File: config.mk
export PLATFORM = sky130hd
export DESIGN_NAME = cs_loader
export DESIGN_NICKNAME = d
export VERILOG_FILES = /design/src/rtl/cs_loader_pkg.sv /design/src/rtl/cs_loader_dp.sv /design/src/rtl/cs_loader_ctrl.sv /design/src/rtl/cs_loader.sv
export SDC_FILE = /design/constraint.sdc
export NUM_CORES = 1
export LEC_CHECK = 0
export BUFFER_PORTS_ARGS = -buffer_cell sky130_fd_sc_hd__buf_2
export CORE_MARGIN = 2
export CORE_UTILIZATION = 40
export DETAILED_ROUTE_END_ITERATION = 8
export PLACE_DENSITY = 0.74
export SYNTH_ARGS = -nofsm -noshare
export SYNTH_HDL_FRONTEND = slang
export SYNTH_SLANG_ARGS = --single-unit
File: constraint.sdc
create_clock -name clk -period 2.1 [get_ports clk]
set_input_delay 0.315 -clock clk [delete_from_list [all_inputs] [get_ports clk]]
set_output_delay 0.315 -clock clk [all_outputs]
set_load 0.02 [all_outputs]
File: src/rtl/cs_loader_pkg.sv
package cs_loader_pkg;

  // Strobes from the control section to the datapath
  typedef struct packed {
    logic shiftIn;   // shift the taken byte into the accumulator
    logic loadAddr;  // capture the assembled address
    logic loadW0;    // capture the assembled word 0
    logic loadW1;    // capture the assembled word 1
    logic loadExt;   // capture the low bits of the last byte
  } dpStrobe_t;

  typedef enum logic [1:0] {
    RX_WAIT = 2'd0,
    RX_CHK1 = 2'd1,
    RX_CHK2 = 2'd2,
    RX_ACK  = 2'd3
  } rxState_t;

endpackage

File: src/rtl/cs_loader_dp.sv
module cs_loader_dp
  import cs_loader_pkg::*;
#(
  parameter int WORD_W = 16,
  parameter int BYTE_W = 8,
  parameter int EXT_W  = 4,
  parameter int ADDR_W = 12
) (
  input  logic              clk,
  input  logic              rstN,
  input  logic [BYTE_W-1:0] byteIn,
  input  dpStrobe_t         stb,
  input  logic              wrHalf,
  output logic              jumpFlag,
  output logic [ADDR_W-1:0] csAddr,
  output logic [ADDR_W-1:0] startAddr,
  output logic [WORD_W-1:0] csWrData,
  output logic [EXT_W-1:0]  csWrExtra
);

  localparam int KEEP_W = WORD_W - BYTE_W;

  logic [WORD_W-1:0] acc;
  logic [WORD_W-1:0] accNext;
  logic [WORD_W-1:0] addrReg;
  logic [WORD_W-1:0] word0;
  logic [WORD_W-1:0] word1;
  logic [EXT_W-1:0]  extReg;

  // Most significant byte first: older bytes move up
  assign accNext  = {acc[KEEP_W-1:0], byteIn};
  assign jumpFlag = accNext[WORD_W-1];

  always_ff @(posedge clk or negedge rstN) begin
    if (!rstN) begin
      acc     <= '0;
      addrReg <= '0;
      word0   <= '0;
      word1   <= '0;
      extReg  <= '0;
    end else begin
      if (stb.shiftIn)  acc     <= accNext;
      if (stb.loadAddr) addrReg <= accNext;
      if (stb.loadW0)   word0   <= accNext;
      if (stb.loadW1)   word1   <= accNext;
      if (stb.loadExt)  extReg  <= byteIn[EXT_W-1:0];
    end
  end

  // Upper address bits are dropped for both the write and the jump target
  assign csAddr    = addrReg[ADDR_W-1:0];
  assign startAddr = addrReg[ADDR_W-1:0];
  assign csWrData  = wrHalf ? word1 : word0;
  assign csWrExtra = wrHalf ? '0 : extReg;

endmodule

File: src/rtl/cs_loader_ctrl.sv
module cs_loader_ctrl
  import cs_loader_pkg::*;
#(
  parameter int              PORT_W   = 16,
  parameter int              WORD_W   = 16,
  parameter int              BYTE_W   = 8,
  parameter logic [PORT_W-1:0] CTRL_RX  = 16'o400,
  parameter logic [PORT_W-1:0] CTRL_ACK = 16'o2400
) (
  input  logic              clk,
  input  logic              rstN,
  input  logic [PORT_W-1:0] portIn,
  input  logic              jumpFlag,
  output logic [PORT_W-1:0] portCtrl,
  output dpStrobe_t         stb,
  output logic              wrHalf,
  output logic              csWrEn,
  output logic              startPulse
);

  localparam int STB_BIT     = PORT_W - 1;
  localparam int FIELD_BYTES = WORD_W / BYTE_W;
  localparam int LAST_IDX    = 3 * FIELD_BYTES;
  localparam int IDX_W       = $clog2(LAST_IDX + 1);
  localparam logic [IDX_W-1:0] ADDR_IDX = IDX_W'(FIELD_BYTES - 1);
  localparam logic [IDX_W-1:0] W0_IDX   = IDX_W'(2 * FIELD_BYTES - 1);
  localparam logic [IDX_W-1:0] W1_IDX   = IDX_W'(3 * FIELD_BYTES - 1);
  localparam logic [IDX_W-1:0] EXT_IDX  = IDX_W'(LAST_IDX);

  rxState_t          rxState;
  logic [PORT_W-1:0] heldWord;
  logic              halted;
  logic [IDX_W-1:0]  byteIdx;
  logic [1:0]        wrPhase;
  logic              byteTake;
  logic              addrDone;
  logic              jumpNow;
  logic              lastByte;

  assign byteTake = (rxState == RX_CHK2) && (portIn == heldWord);
  assign addrDone = byteTake && (byteIdx == ADDR_IDX);
  assign jumpNow  = addrDone && jumpFlag;
  assign lastByte = byteTake && (byteIdx == EXT_IDX);

  // Receiver: strobe detect, two confirming samples, acknowledge
  always_ff @(posedge clk or negedge rstN) begin
    if (!rstN) begin
      rxState  <= RX_WAIT;
      heldWord <= '0;
    end else begin
      unique case (rxState)
        RX_WAIT: if (!halted && portIn[STB_BIT]) begin
          heldWord <= portIn;
          rxState  <= RX_CHK1;
        end
        RX_CHK1: rxState <= (portIn == heldWord) ? RX_CHK2 : RX_WAIT;
        RX_CHK2: rxState <= (portIn == heldWord) ? RX_ACK : RX_WAIT;
        RX_ACK:  if (!portIn[STB_BIT]) rxState <= RX_WAIT;
        default: rxState <= RX_WAIT;
      endcase
    end
  end

  // Record sequencer and write issue; runs beside the receiver
  always_ff @(posedge clk or negedge rstN) begin
    if (!rstN) begin
      byteIdx    <= '0;
      halted     <= 1'b0;
      startPulse <= 1'b0;
      wrPhase    <= 2'd0;
    end else begin
      if (jumpNow || lastByte) byteIdx <= '0;
      else if (byteTake)       byteIdx <= byteIdx + 1'b1;
      halted     <= halted | jumpNow;
      startPulse <= jumpNow;
      if (lastByte)            wrPhase <= 2'd1;
      else if (wrPhase == 2'd1) wrPhase <= 2'd2;
      else                     wrPhase <= 2'd0;
    end
  end

  always_comb begin
    stb          = '0;
    stb.shiftIn  = byteTake;
    stb.loadAddr = addrDone;
    stb.loadW0   = byteTake && (byteIdx == W0_IDX);
    stb.loadW1   = byteTake && (byteIdx == W1_IDX);
    stb.loadExt  = lastByte;
  end

  assign portCtrl = (rxState == RX_ACK) ? CTRL_ACK : CTRL_RX;
  assign csWrEn   = (wrPhase != 2'd0);
  assign wrHalf   = (wrPhase == 2'd2);

  // a byte is taken only after three identical strobed samples
  a_r2_take_needs_agreement: assert property (@(posedge clk) disable iff (!rstN)
    byteTake |-> (portIn[STB_BIT] && portIn == $past(portIn) && portIn == $past(portIn, 2)));

  // acknowledge held while the strobe stays high
  a_r3_ack_held: assert property (@(posedge clk) disable iff (!rstN)
    (portCtrl == CTRL_ACK && portIn[STB_BIT]) |=> (portCtrl == CTRL_ACK));

  // acknowledge released after the strobe is seen low
  a_r3_ack_release: assert property (@(posedge clk) disable iff (!rstN)
    (portCtrl == CTRL_ACK && !portIn[STB_BIT]) |=> (portCtrl == CTRL_RX));

  // the word-0 write is always followed by the word-1 write
  a_r5_write_pair: assert property (@(posedge clk) disable iff (!rstN)
    (csWrEn && !wrHalf) |=> (csWrEn && wrHalf));

  // the start pulse lasts one cycle
  a_r6_single_start: assert property (@(posedge clk) disable iff (!rstN)
    startPulse |=> !startPulse);

  // after start nothing is written and nothing new is taken
  a_r7_silent_after_start: assert property (@(posedge clk) disable iff (!rstN)
    halted |-> (!csWrEn && !byteTake));

endmodule

File: src/rtl/cs_loader.sv
module cs_loader
  import cs_loader_pkg::*;
#(
  parameter int PORT_W = 16,
  parameter int WORD_W = 16,
  parameter int BYTE_W = 8,
  parameter int EXT_W  = 4,
  parameter int ADDR_W = 12
) (
  input  logic              clk,
  input  logic              rstN,
  input  logic [PORT_W-1:0] portIn,
  output logic [PORT_W-1:0] portCtrl,
  output logic              csWrEn,
  output logic              csWrHalf,
  output logic [ADDR_W-1:0] csAddr,
  output logic [WORD_W-1:0] csWrData,
  output logic [EXT_W-1:0]  csWrExtra,
  output logic              startPulse,
  output logic [ADDR_W-1:0] startAddr
);

  dpStrobe_t stb;
  logic      jumpFlag;

  cs_loader_ctrl #(
    .PORT_W (PORT_W),
    .WORD_W (WORD_W),
    .BYTE_W (BYTE_W)
  ) u_ctrl (
    .clk        (clk),
    .rstN       (rstN),
    .portIn     (portIn),
    .jumpFlag   (jumpFlag),
    .portCtrl   (portCtrl),
    .stb        (stb),
    .wrHalf     (csWrHalf),
    .csWrEn     (csWrEn),
    .startPulse (startPulse)
  );

  cs_loader_dp #(
    .WORD_W (WORD_W),
    .BYTE_W (BYTE_W),
    .EXT_W  (EXT_W),
    .ADDR_W (ADDR_W)
  ) u_dp (
    .clk       (clk),
    .rstN      (rstN),
    .byteIn    (portIn[BYTE_W-1:0]),
    .stb       (stb),
    .wrHalf    (csWrHalf),
    .jumpFlag  (jumpFlag),
    .csAddr    (csAddr),
    .startAddr (startAddr),
    .csWrData  (csWrData),
    .csWrExtra (csWrExtra)
  );

endmodule

==> qor.log <==
[critical_path] RR Endpoint u_dp.word1[6]
[timing] headroom to the max-slew limit 0.603
[critical_path] worst-path cell chain xor2_1 -> nor4_1 -> buf_4 -> nand4_1 -> buf_6 -> nor3_4 -> buf_6 -> mux2_1
[clocking] cell at the root of the clock tree clkbuf_8
[timing] shortest clock period the worst path allows after layout 2.08 ns
[timing] Setup Skew 0.00816 ns
[clocking] CTS buffer count 9
[global_route] gr busiest metal met2
[clocking] Clk pin slew, worst setup/hold paths 0.08 ns
[yosys] cells after synthesis 271
[power_and_ir_drop] static leakage 2.44 nW
[critical_path] Worst Path Arrival 2.31 ns
[route] DRC viols 0
[clocking] maximum buffer depth of the clock tree 2
[route] post-detailed-route count of antenna-violating nets 0
[placed_design] placed wire-length estimate after detailed placement 5170 µm
[power_and_ir_drop] largest vdd supply drop 0.400 mV
[cells_and_area] Design Area, Final 4570 µm²
[yosys] predominant post-synthesis flop cell dfrtp_1
[global_route] met2 layer usage reported by global route 0.246
[placed_design] placed inst area 4200 µm²
[yosys] count of different cell masters after synthesis 36
[global_route] fraction of met1 tracks used by global routing 0.193
[yosys] ranking of synthesized cells by area dfrtp_1 (54%), mux2_2 (22%), buf_4 (5.4%), mux2_1 (4.2%), xor2_1 (3.7%)
[route] detail-routed net length per standard cell 16.3 µm
[yosys] Syn Area/Cell 13.8 µm²
[yosys] Yosys top cell area share 0.541
[route] DR pass1 iterations 4
[yosys] post-synthesis mux area share 0.262
[route] total number of vias 2341
[global_route] pin count of the biggest net entering global routing 42
[min_path] worst hold stages 2
[global_route] number of antenna violations at the first check in global routing 0
[critical_path] Req. time, crit path 2.33 ns
[yosys] sequential element share of the synthesized area 0.541
[yosys] dominant combinational cell family by area after synthesis multiplexers
[yosys] Yosys top cell by area dfrtp_1
[power_and_ir_drop] power density over the cells 666 nW/µm²
[critical_path] startpoint kind of the worst setup timing path flop
[route] drt initial violations 101
[min_path] Worst Hold Path EP u_ctrl.heldWord[13]
[min_path] min-delay src portIn[13]
[critical_path] critical path class reg -> reg
[placed_design] placer's final routability congestion estimate 0.788
[cells_and_area] proportion of layout cells with a drive suffix above 1 0.545
[yosys] complex-gate fraction of the synthesized area 0.0157
[yosys] flip-flop and latch count after synthesis 81
[status] outcome finished clean
[die] horizontal die dimension 101 µm
[die] I/O pin cnt 81
[cells_and_area] final net count 371
[clocking] number of H-tree levels 3
[yosys] number of flops mapped to enable cells by yosys 0
[critical_path] slowest cell on the critical path dfrtp_1
[die] std cell rows 35
[yosys] count of yosys warnings during synthesis 0
[timing] slew of the pin with the lowest slew margin 0.594 ns
[timing] unrepaired setup endpoints after global routing yes
[die] total die area 10200 µm²
[die] placeable core area 9150 µm²
[die] Vert. Die Dim 101 µm
[timing] count of endpoints failing setup in the final report 0
[min_path] min-delay worst type in -> reg
[clocking] count of buffers added by post-CTS timing repair for setup 0
[clocking] CTS sink count 81
[die] Starting Density 0.409
[critical_path] critical path endpoint category flop
[timing] number of max-slew violations in the final report 0
[critical_path] reg-to-reg setup timing slack 0.02 ns
[global_route] GR Util met3 0.0416
[yosys] async set-or-reset flop fraction in the synthesized netlist 1.00
[timing] ratio of final minimum period to clock period 0.992
[global_route] wire length of the first global-routing pass 11600 µm
[cells_and_area] ant diodes 0
[yosys] xor/xnor cell area share of the yosys netlist 0.0374
[yosys] adder-cell share of the synthesized area 0.0134
[critical_path] cell with the most instances on the worst path buf_6
[yosys] simple logic cell fraction of the synthesized area 0.0608
[timing] minimum setup slack in the final design 0.0171 ns
[cells_and_area] Synth-to-Final Area Change 21.9%
[timing] total count of hold-check failures in the final report 0
[critical_path] largest driver fanout on the critical path 9
[yosys] area of the mapped netlist 3750 µm²
[critical_path] delay of the slowest cell on the worst path 0.39 ns
[route] Total Routed Length 7560 µm
[timing] maximum achievable frequency 480 MHz
[global_route] total congestion overflow after global routing 0
[critical_path] Reg2Reg Launch Point u_ctrl.heldWord[9]
[route] ratio of routed vias to standard cells 5.03
[flow_run] max capacitance violation total 0
[clocking] worst-skew pair later-pin latency 0.35 ns
[global_route] global router's overall resource usage 0.151
[critical_path] path depth of the worst reg2reg path 8
[placed_design] worst setup timing slack at the placement stage -0.0448 ns
[placed_design] Buffers on Ports 65
[global_route] vias in the first global route 2368
[clocking] TritonCTS clock tree done
==> synthesized netlist by cell type (2+ instances only) <==
cell,instances
buf_1,2
buf_2,3
buf_4,27
clkbuf_1,2
conb_1,2
dfrtp_1,81
ha_1,4
inv_1,3
mux2_1,14
mux2_2,73
nand2_1,6
nand3_1,3
nor2b_1,7
nor4_1,5
o21ai_0,2
or2_2,2
xor2_1,16
==> critical path: cells and delay by family, from the launching register on <==
kind                   cells  cell delay (ns)
multiplexers               1             0.33
flip-flops                 1             0.39
AND/OR/NAND/NOR            3             0.56
XOR/XNOR                   1             0.16
buffers and inverters      3             0.52
==> placed cells by master (no fill, tap or decap), types with 7 or more instances in the layout <==
master | Yosys | final
dfrtp_1 | 81 | 81
conb_1 | 2 | 15
mux2_2 | 73 | 67
mux2_1 | 14 | 7
clkbuf_8 | 0 | 12
buf_2 | 3 | 64
buf_4 | 27 | 13
buf_6 | 1 | 8
xor2_1 | 16 | 16
mux2_4 | 0 | 13
==> cell type report <==
class                      instances  area [µm²]
timing repair buffer              89         583
sequential                        81        2030
multi-input combinational        165        1600
inverter                           3        11.3
clock inverter                     2        35.0
fill                             800        4590
clock buffer                      14         173
tap                              111         139
==> state kept, by name (all words and copies together) (netlist names), 3 cells and up <==
signal           flops
u_ctrl.heldWord     16
u_dp.word0          16
u_dp.addrReg        12
u_dp.word1          16
u_ctrl.byteIdx       3
u_dp.extReg          4
u_dp.acc             8
==> per-layer routing <==
| metal | up-vias | routed length, µm |
|---|---|---|
| met3 | 10 | 430 |
| met5 | - | 0 |
| li1 | 1063 | - |
| met1 | 1198 | 3270 |
| met4 | 0 | 111 |
| met2 | 70 | 3760 |
==> cell families after synthesis <==
kind of cell | after synthesis
compound gates | 8
xor+xnor | 16
fa+ha+maj | 4
buf+inv | 38
flops | 81
mux | 87
other cells | 2
simple gates | 35
==> worst max path at each step <==
stage                              startpoint             end  cells past startpoint
after floorplan           u_ctrl.heldWord[15]  u_dp.word1[10]                      6
after global placement              portIn[3]   u_dp.word1[1]                      8
after detailed placement            portIn[3]   u_dp.word1[6]                      8
after CTS                 u_ctrl.heldWord[11]   u_dp.word1[4]                      8
after global routing       u_ctrl.heldWord[9]  u_dp.extReg[0]                      8
final                      u_ctrl.heldWord[9]   u_dp.word1[6]                      8
==> per-stage QoR <==
| stage | TNS [ns] | hold slack [ns] | util | std cells | total power, mW |
|---|---|---|---|---|---|
| detailed placement | -1.08 | 0.336 | 0.459 | 446 | 1.89 |
| global placement | -0.0141 | 0.327 | 0.459 | 446 | 1.88 |
| CTS | -0.134 | 0.204 | 0.483 | 463 | 3.06 |
| floorplan | 0 | 0.0194 | - | 284 | 1.80 |
| global route | -1.91 | 0.213 | 0.499 | 465 | 3.17 |
| finish | 0 | 0.220 | 0.499 | 465 | 3.04 |
==> where the power goes <==
part,switching [mW],total [mW],internal (mW)
clock network,0.531,1.18,0.647
registers,0.0306,1.63,1.60
logic,0.131,0.228,0.0977
total,0.692,3.04,2.35
==> timing repair <==
item	CTS	global route
endpoints found under the setup margin	22	55
cloned	0	2
hold endpoints to repair	40	0
resized for setup	1	28
hold buffers	1	0
pin swaps	1	2
(Power assumes the default switching activity.)
